## src/rtl/hintc_pkg.sv

```systemverilog
package hintc_pkg;
  // byte offsets of the shared registers; per-source priorities sit at 4*id
  localparam int unsigned PEND_OFS  = 32'h0000_1000;
  localparam int unsigned EN_OFS    = 32'h0000_2000;
  localparam int unsigned THR_OFS   = 32'h0020_0000;
  localparam int unsigned CLAIM_OFS = 32'h0020_0004;
endpackage

```

## src/rtl/hintc_gateway.sv

```systemverilog
module hintc_gateway (
  input  logic clk,
  input  logic rst_n,
  input  logic level_i,
  input  logic claim_i,
  input  logic complete_i,
  output logic pending_o,
  output logic busy_o
);
  logic pend_q, busy_q;

  always_ff @(posedge clk or negedge rst_n) begin
    if (!rst_n) begin
      pend_q <= 1'b0;
      busy_q <= 1'b0;
    end else if (claim_i) begin
      pend_q <= 1'b0;
      busy_q <= 1'b1;
    end else if (complete_i) begin
      busy_q <= 1'b0;
    end else if (level_i && !busy_q) begin
      pend_q <= 1'b1;
    end
  end

  assign pending_o = pend_q;
  assign busy_o    = busy_q;

  // only a pending source may be claimed
  assert_claim_of_pending_R8: assert property (@(posedge clk) disable iff (!rst_n)
    claim_i |-> pend_q);
  // in-service source is never pending at the same time
  assert_busy_blocks_R8: assert property (@(posedge clk) disable iff (!rst_n)
    busy_q |-> !pend_q);
  // service persists until a completion arrives
  assert_busy_holds_R9: assert property (@(posedge clk) disable iff (!rst_n)
    (busy_q && !complete_i) |=> busy_q);
endmodule

```

## src/rtl/hintc_select.sv

```systemverilog
module hintc_select #(
  parameter int NSRC   = 4,
  parameter int PRIO_W = 3,
  parameter int IDW    = 3
) (
  input  logic [NSRC-1:0]             pend_i,
  input  logic [NSRC-1:0]             en_i,
  input  logic [NSRC-1:0][PRIO_W-1:0] prio_i,
  output logic [IDW-1:0]              id_o,
  output logic [PRIO_W-1:0]           prio_o
);
  always_comb begin
    logic [IDW-1:0]    bid;
    logic [PRIO_W-1:0] bpr;
    bid = '0;
    bpr = '0;
    // ascending scan, strict compare: lower id keeps a tie, priority 0 never wins
    for (int i = 0; i < NSRC; i++) begin
      if (pend_i[i] && en_i[i] && (prio_i[i] > bpr)) begin
        bpr = prio_i[i];
        bid = IDW'(i + 1);
      end
    end
    id_o   = bid;
    prio_o = bpr;
  end
endmodule

```

## src/rtl/hart_intc.sv

```systemverilog
module hart_intc #(
  parameter int NSRC   = 4,
  parameter int PRIO_W = 3,
  parameter int ADDR_W = 22
) (
  input  logic              clk,
  input  logic              rst_n,
  input  logic [NSRC-1:0]   irq_lines_i,
  input  logic              bus_valid_i,
  input  logic              bus_write_i,
  input  logic [ADDR_W-1:0] bus_addr_i,
  input  logic [31:0]       bus_wdata_i,
  output logic [31:0]       bus_rdata_o,
  output logic              bus_ready_o,
  output logic              ext_irq_o
);
  import hintc_pkg::*;

  localparam int IDW = $clog2(NSRC + 1);
  localparam logic [ADDR_W-1:0] PEND_A  = ADDR_W'(PEND_OFS);
  localparam logic [ADDR_W-1:0] EN_A    = ADDR_W'(EN_OFS);
  localparam logic [ADDR_W-1:0] THR_A   = ADDR_W'(THR_OFS);
  localparam logic [ADDR_W-1:0] CLAIM_A = ADDR_W'(CLAIM_OFS);

  logic [NSRC-1:0][PRIO_W-1:0] prio_q;
  logic [NSRC-1:0]             en_q;
  logic [PRIO_W-1:0]           thr_q;
  logic [NSRC-1:0]             pend, busy, claim_v, done_v;
  logic [IDW-1:0]              best_id;
  logic [PRIO_W-1:0]           best_prio;
  logic                        resp_q;
  logic [31:0]                 rdata_q, rd_mux;

  wire access   = bus_valid_i && !resp_q;
  wire wr       = access && bus_write_i;
  wire rd_claim = access && !bus_write_i && (bus_addr_i == CLAIM_A);
  wire wr_claim = wr && (bus_addr_i == CLAIM_A);

  // per-source gateways
  for (genvar g = 0; g < NSRC; g++) begin : g_src
    assign claim_v[g] = rd_claim && (best_id == IDW'(g + 1));
    assign done_v[g]  = wr_claim && (bus_wdata_i == 32'(g + 1));
    hintc_gateway u_gw (
      .clk        (clk),
      .rst_n      (rst_n),
      .level_i    (irq_lines_i[g]),
      .claim_i    (claim_v[g]),
      .complete_i (done_v[g]),
      .pending_o  (pend[g]),
      .busy_o     (busy[g])
    );
  end

  hintc_select #(.NSRC(NSRC), .PRIO_W(PRIO_W), .IDW(IDW)) u_sel (
    .pend_i (pend),
    .en_i   (en_q),
    .prio_i (prio_q),
    .id_o   (best_id),
    .prio_o (best_prio)
  );

  assign ext_irq_o = (best_prio > thr_q);

  // configuration registers
  always_ff @(posedge clk or negedge rst_n) begin
    if (!rst_n) begin
      prio_q <= '0;
      en_q   <= '0;
      thr_q  <= '0;
    end else if (wr) begin
      for (int i = 0; i < NSRC; i++)
        if (bus_addr_i == ADDR_W'(4 * (i + 1))) prio_q[i] <= bus_wdata_i[PRIO_W-1:0];
      if (bus_addr_i == EN_A)  en_q  <= bus_wdata_i[NSRC:1];
      if (bus_addr_i == THR_A) thr_q <= bus_wdata_i[PRIO_W-1:0];
    end
  end

  // read decode
  always_comb begin
    rd_mux = '0;
    for (int i = 0; i < NSRC; i++)
      if (bus_addr_i == ADDR_W'(4 * (i + 1))) rd_mux = 32'(prio_q[i]);
    if (bus_addr_i == PEND_A)  rd_mux = 32'({pend, 1'b0});
    if (bus_addr_i == EN_A)    rd_mux = 32'({en_q, 1'b0});
    if (bus_addr_i == THR_A)   rd_mux = 32'(thr_q);
    if (bus_addr_i == CLAIM_A) rd_mux = 32'(best_id);
  end

  // response stage: one-cycle ready strobe after each sampled request
  always_ff @(posedge clk or negedge rst_n) begin
    if (!rst_n) begin
      resp_q  <= 1'b0;
      rdata_q <= '0;
    end else begin
      resp_q <= access;
      if (access) rdata_q <= bus_write_i ? 32'h0 : rd_mux;
    end
  end

  assign bus_ready_o = resp_q;
  assign bus_rdata_o = rdata_q;

  // ready is a single-cycle strobe
  assert_ready_pulse_R2: assert property (@(posedge clk) disable iff (!rst_n)
    bus_ready_o |=> !bus_ready_o);
  // ready answers a request seen one cycle earlier
  assert_ready_after_valid_R2: assert property (@(posedge clk) disable iff (!rst_n)
    bus_ready_o |-> $past(bus_valid_i));
  // an asserted interrupt always has a claimable source behind it
  assert_irq_claimable_R6: assert property (@(posedge clk) disable iff (!rst_n)
    ext_irq_o |-> (best_id != '0));
  // at most one source is claimed per access
  assert_single_claim_R8: assert property (@(posedge clk) disable iff (!rst_n)
    $onehot0(claim_v));
endmodule

```

## config.mk

```make
export PLATFORM = sky130hd
export DESIGN_NAME = hart_intc
export DESIGN_NICKNAME = d
export VERILOG_FILES = /design/src/rtl/hintc_pkg.sv /design/src/rtl/hintc_gateway.sv /design/src/rtl/hintc_select.sv /design/src/rtl/hart_intc.sv
export SDC_FILE = /design/constraint.sdc
export NUM_CORES = 1
export LEC_CHECK = 0
export CAP_MARGIN = 30
export CORE_ASPECT_RATIO = 0.9
export CORE_MARGIN = 2
export CORE_UTILIZATION = 45
export DETAILED_ROUTE_END_ITERATION = 8
export PLACE_DENSITY = 0.81
export SLEW_MARGIN = 15
export SYNTH_ARGS = -nofsm -noshare
export SYNTH_HDL_FRONTEND = slang
export SYNTH_HIERARCHICAL = 1
export SYNTH_SLANG_ARGS = --single-unit
```

## constraint.sdc

```tcl
create_clock -name clk -period 6.3 [get_ports clk]
set_input_delay 0.63 -clock clk [delete_from_list [all_inputs] [get_ports clk]]
set_output_delay 0.63 -clock clk [all_outputs]
set_load 0.03 [all_outputs]
```

Yosys cells after proc, flatten, opt, wreduce, memory -nomap -nowiden. Cells that the tools add are included.

Register bits: 60. Output and inout port bits: 34. Logic and storage cells: 127.

Magnitude comparators: 5. Equal/unequal tests: 20. Multiplexer cells: 37. Reduce and logical (&&, ||, !) cells: 49.

Operator list (count): 32-bit 2-to-1 mux (8); 32-bit by 2-bit equality test with 1-bit output (second input constant) (2); 22-bit equality test (second input constant) (2); 22-bit by 4-bit equality test with 1-bit output (second input constant) (2); 32-bit by 1-bit equality test with 1-bit output (second input constant) (1); 32-bit by 3-bit equality test with 1-bit output (second input constant) (1); 1-bit logical AND (25); 22-bit by 13-bit equality test with 1-bit output (second input constant) (1); 22-bit by 14-bit equality test with 1-bit output (second input constant) (1); 22-bit by 3-bit equality test with 1-bit output (second input constant) (1); 22-bit by 5-bit equality test with 1-bit output (second input constant) (1); 1-bit 2-to-1 mux (21); 2-bit AND reduction (10); 3-bit 2-to-1 mux (6); 2-bit nonzero test (8); 3-bit > comparator (4); 2-bit by 1-bit != test with 1-bit output (second input constant) (4); 3-bit by 2-bit equality test with 1-bit output (second input constant) (2); 1-bit zero test (6); 2-bit 2-to-1 mux (2); 3-bit by 1-bit equality test with 1-bit output (second input constant) (1); 3-bit equality test (second input constant) (1); 3-bit by 1-bit > comparator with 1-bit output (second input constant) (1).

Logic depth before layout (Yosys ltp).
Depth after elaboration: 16. Mapped depth: 26. Mapped depth without buffers: 25.

Hierarchy. The synthesis kept the hierarchy.

By module, submodules not included: hart_intc (instances 1, cells an instance 197, area an instance 1868.0 um^2, seq. area each 625.6 um^2); hintc_select (instances 1, cells an instance 60, area an instance 412.9 um^2, seq. area each 0.0 um^2); hintc_gateway (instances 4, cells an instance 7, area an instance 78.8 um^2, seq. area each 50.0 um^2).

Least setup slack after synthesis. No wires, ideal clock.

Path type: register to output. From: register en_q[0]. To: output port ext_irq_o. Arrival: 4.938 ns. Required time: 5.670 ns. Slack: 0.732 ns. Cell stages (with the launch flop): 26. Path buffers: 1. Cell sequence: dfrtp_1 > nand3_1 > ha_1 > a21oi_1 > o21ai_1 > nand4_1 > mux2_2 > ha_1 > nor2_1 > a31oi_1 > nand4_1 > clkbuf_1 > nor2_1 > a21o_1 > ha_1 > and3_4 > or4_4 > clkinv_1 > nor3_1 > a211oi_2 > inv_1 > ha_1 > inv_1 > a21o_1 > a21oi_1 > a31oi_1.

Cells in the longest elaborated chain, start to end: 13.

Ends and longest elaborated chain: from (decl) (RTL line hart_intc.sv:26) `logic [NSRC-1:0] en_q;`; from (signal assigned) (RTL line hart_intc.sv:73) `if (bus_addr_i == EN_A) en_q <= bus_wdata_i[NSRC:1];`; 1-bit logical AND (*) (2 in series) (RTL line hintc_select.sv:19) `if (pend_i[i] && en_i[i] && (prio_i[i] > bpr)) begin`; 3-bit 2-to-1 mux (*) (RTL line hintc_select.sv:19); 3-bit > comparator (RTL line hintc_select.sv:19); 1-bit logical AND (RTL line hintc_select.sv:19); 3-bit 2-to-1 mux (*) (RTL line hintc_select.sv:19); 3-bit > comparator (RTL line hintc_select.sv:19); 1-bit logical AND (RTL line hintc_select.sv:19); 3-bit 2-to-1 mux (*) (RTL line hintc_select.sv:19); 3-bit > comparator (RTL line hintc_select.sv:19); 1-bit logical AND (RTL line hintc_select.sv:19); 3-bit 2-to-1 mux (*) (RTL line hintc_select.sv:19); via best_prio[0] (RTL line hart_intc.sv:30) `logic [PRIO_W-1:0] best_prio;`; 3-bit > comparator (*) (RTL line hart_intc.sv:62) `assign ext_irq_o = (best_prio > thr_q);`; to (decl) (RTL line hart_intc.sv:15) `output logic ext_irq_o`.

The timed path passes the listed nets; every way through them passes the cells marked *.

Worst setup path after layout.
From: register prio_q[2] (netlist name). To: output port ext_irq_o.

Cells in the longest elaborated chain, start to end: 13.

Ends and longest elaborated chain: from (decl) (RTL line hart_intc.sv:25) `logic [NSRC-1:0][PRIO_W-1:0] prio_q;`; from (signal, indexed assignment) (RTL line hart_intc.sv:72) `if (bus_addr_i == ADDR_W'(4 * (i + 1))) prio_q[i] <= bus_wdata_i[PRIO_W-1:0];`; 3-bit by 1-bit > comparator with 1-bit output (RTL line hintc_select.sv:19); 1-bit logical AND (RTL line hintc_select.sv:19); 3-bit 2-to-1 mux (*) (RTL line hintc_select.sv:19); 3-bit > comparator (RTL line hintc_select.sv:19); 1-bit logical AND (RTL line hintc_select.sv:19); 3-bit 2-to-1 mux (*) (RTL line hintc_select.sv:19); 3-bit > comparator (RTL line hintc_select.sv:19); 1-bit logical AND (RTL line hintc_select.sv:19); 3-bit 2-to-1 mux (*) (RTL line hintc_select.sv:19); 3-bit > comparator (RTL line hintc_select.sv:19); 1-bit logical AND (RTL line hintc_select.sv:19); 3-bit 2-to-1 mux (*) (RTL line hintc_select.sv:19); via best_prio[1] (RTL line hart_intc.sv:30); 3-bit > comparator (*) (RTL line hart_intc.sv:62).

Marks and branches as above.

==> reports/qor.csv <==
metric,value,unit
status,finished clean,
crit_path_max_fanout,5,
synth.top_cells.by_area,"dfrtp_1, mux2_2, buf_4",
ys_seq_elements,33,
hold-worst-slack,476.9,ps
p_seq_frac,0.440,
gp_congestion,0.9383,
wirelength,6974,µm
start_util,0.4613,
clk_pin_slew,70,ps
n_antenna_cell,0,
swShare,0.2692,
n_fill_cell,506,
rr_endpoint,g_src[2].u_gw/pending_o,
p_total,483.3,µW
die_area,0.006394,mm²
vias,2454,
yosys.cell_types.count,48,
cts_buffers,5,
endpoint_kind,primary output,
yosysSeqAreaShare,0.3181,
synth_top_area_frac,0.3181,
clk-insertion-delay-late,290,ps
hold_path_class,register to register,
hold_viol_final,0,
hold_end,g_src[1].u_gw/busy_o,
syn-cell-area,0.002596,mm²
slew_headroom,0.4611,
regToRegStartpoint,prio_q[2],
maxSlewViolCount,0,
cts_tree,done,
cts_sinks,33,
grt_max_degree,34,
syn_inst,285,
powerDensity,142.5,mW/mm²
viasPerCell,5.694,
groute.usage.overall,0.2162,
clock_power_share,0.367,
vdd_drop_max,0.1024,mV
dieHeight,76.06,µm
port_buffers,68,
ys_warn_count,6,
dp_hpwl,5514,µm
h-tree-depth,2,
ant_nets,0,
synthToLayoutAreaGrowth,30.65,%
grt_pass1_vias,2416,
crit_arrival,5390,ps
syn-mean-instance-area,9.110,µm²
worstPathRequired,5670,ps
io_pins,96,
multi_input_area,0.001580,mm²
setup_viol,0,
worst_pin_slew,801.0,ps
grt_pass1_wl,11250,µm
drtPass1Iterations,4,
clock_skew,7.697,ps
wire_per_inst,16.18,µm
root_buffer,clkbuf_8,
reg2reg_slack,1280,ps
holdCritStartpoint,g_src[1].u_gw/busy_o,
p_int,353.2,µW
max_freq,166.2,MHz
first_iter_violations,166,
pwr-share-comb,0.193,
cap_viol_max_count,0,
cts_hold_buf,0,
antenna_found_initial,0,
p_switching,130.1,µW
row_count,26,
async_flop_share,1.000,
seqCellArea,827.0,µm²
post-route-min-period,6016,ps
drc,0,
synth_flop_cell,dfrtp_1,
fin_crit_sh,0.9548,
synth_area_leader_cell,dfrtp_1,
core,0.005628,mm²
drive_gt1_frac,0.1579,
die-width,84.07,µm
nets,434,
synth_edf_count,0,
worst-setup-path-type,register to primary output,
final_util,0.6027,
hold_depth,1,
p_leak,1.462,nW
grt_overflow,0,
clk_path_buf_depth,2,
r2r_cells,21,
start_kind,register,
==> state kept, by name, indices dropped and copies added (netlist names) <==
signal                count
en_q                      4
bus_ready_o               1
prio_q                   12
g_src.u_gw/pending_o      4
bus_rdata_o               5
thr_q                     3
g_src.u_gw/busy_o         4
==> cells in the mapped netlist, types with 2 or more instances <==
cell type	count
a211oi_2	3
a21o_1	7
a21oi_1	10
a22oi_1	3
a311o_1	2
a31oi_1	3
a32oi_1	3
and2_1	3
buf_1	3
buf_4	27
clkbuf_1	2
dfrtp_1	33
ha_1	12
inv_1	21
mux2_2	23
mux2i_1	2
nand2_1	17
nand2b_1	7
nand3_1	11
nand4_1	4
nor2_1	16
nor2b_1	5
nor3_1	12
nor4_1	12
nor4_2	2
nor4b_1	3
nor4b_2	3
o211ai_1	2
o21ai_0	8
o22ai_1	2
or3b_1	4
or4_4	4
==> how the worst max path moves through the flow <==
stage                      endpoint  slack [ps]               startpoint
after floorplan           ext_irq_o         730                  en_q[0]
after global placement    ext_irq_o         300                  en_q[0]
after detailed placement  ext_irq_o         210                  en_q[0]
after CTS                 ext_irq_o         160                  en_q[0]
after global routing      ext_irq_o         -70  g_src[0].u_gw/pending_o
final                     ext_irq_o         280                prio_q[2]
==> worst max-delay path: stages, from the launching register on <==
cell	delay, ps
dfrtp_1	430
nand3_1	130
ha_1	320
a21oi_1	140
o21ai_1	70
nand4_1	210
mux2_2	420
ha_1	330
inv_1	40
o21ai_0	220
nand4_1	250
nor2_1	200
a21o_1	110
ha_1	230
and3_4	180
or4_4	570
and2_4	200
a211oi_2	220
ha_1	270
a21o_1	160
a21oi_1	130
a31oi_1	50
buf_2	180
==> stage by stage <==
stage / cell area [µm²] / std cells / setup slack, ps / TNS (ps)
after CTS: 3363 / 428 / 159.0 / 0
after global placement: 3263 / 420 / 303.2 / 0
after detailed placement: 3263 / 420 / 205.5 / 0
final: 3392 / 431 / 284.5 / 0
after global routing: 3392 / 431 / -66.58 / -66.58
after floorplan: 2694 / 311 / 732.1 / 0
==> area by class of cell <==
cell class                 instances  area share
multi-input combinational        225      0.4659
clock inverter                     1    0.001475
clock buffer                       7     0.02840
sequential                        33      0.2438
inverter                          22     0.02435
tap                               70     0.02582
timing repair buffer              73      0.2103
==> power groups by stage <==
stage          clock network (mW)  logic (mW)  registers [mW]
2_1_floorplan                   0      0.0518           0.217
3_3_place_gp                    0      0.0910           0.216
3_5_place_dp                    0      0.0927           0.216
4_1_cts                     0.180      0.0929           0.212
5_1_grt                     0.187      0.0995           0.212
6_report                    0.178      0.0933           0.212
==> cell families (layout without fill, tap and decap cells) <==
group                    count (synthesis)  after routing  share of synthesized area
AO/OA/AOI/OAI                           47             47                     0.1253
adder cells (fa/ha/maj)                 12             12                    0.05783
buffers and inverters                   54            103                     0.1171
flip-flops                              33             33                     0.3181
multiplexers                            25             25                     0.1075
other                                    1             27                   0.001444
AND/OR/NAND/NOR                        113            114                     0.2728
==> metal layers <==
layer / vias up / track usage / share of wire / wire length (µm)
met3: 17 / 0.05309 / 0.073 / 512
met2: 111 / 0.3651 / 0.48 / 3365
met4: 0 / 0.05806 / 0.016 / 112
met1: 1179 / 0.2758 / 0.43 / 2983
met5: - / 0 / 0 / 0
li1: 1147 / - / - / -
==> layout by cell type, fill, tap and decap left out, drive strengths merged, types with 2 or more instances in the layout <==
cell           Yosys  final
or4                4      4
inv               21     21
nor3              12     12
o21ai              9      9
clkdlybuf4s50      0     67
a211oi             3      3
o22ai              2      2
ha                12     12
a31oi              3      3
a311o              2      2
nor4b              6      6
nand4              4      5
and2               4      4
nand3             12     12
dfrtp             33     33
o211ai             2      2
a22oi              3      3
buf               30      6
clkbuf             2      7
and3               2      2
mux2i              2      2
or3b               4      4
nand2b             7      7
nand2             17     17
a21o               7      7
mux2              23     23
nor2              16     16
a32oi              3      3
a21oi             10     10
clkinv             1      2
nor2b              5      5
conb               1     27
nor4              15     15
==> timing repair <==
item	4_1_cts	5_1_grt
pin swaps	0	2
gates resized for setup	1	7
endpoints found under the setup margin	1	1
cloned	0	1
buffers inserted	0	2
Note: power is estimated with default switching activity, not from simulation.
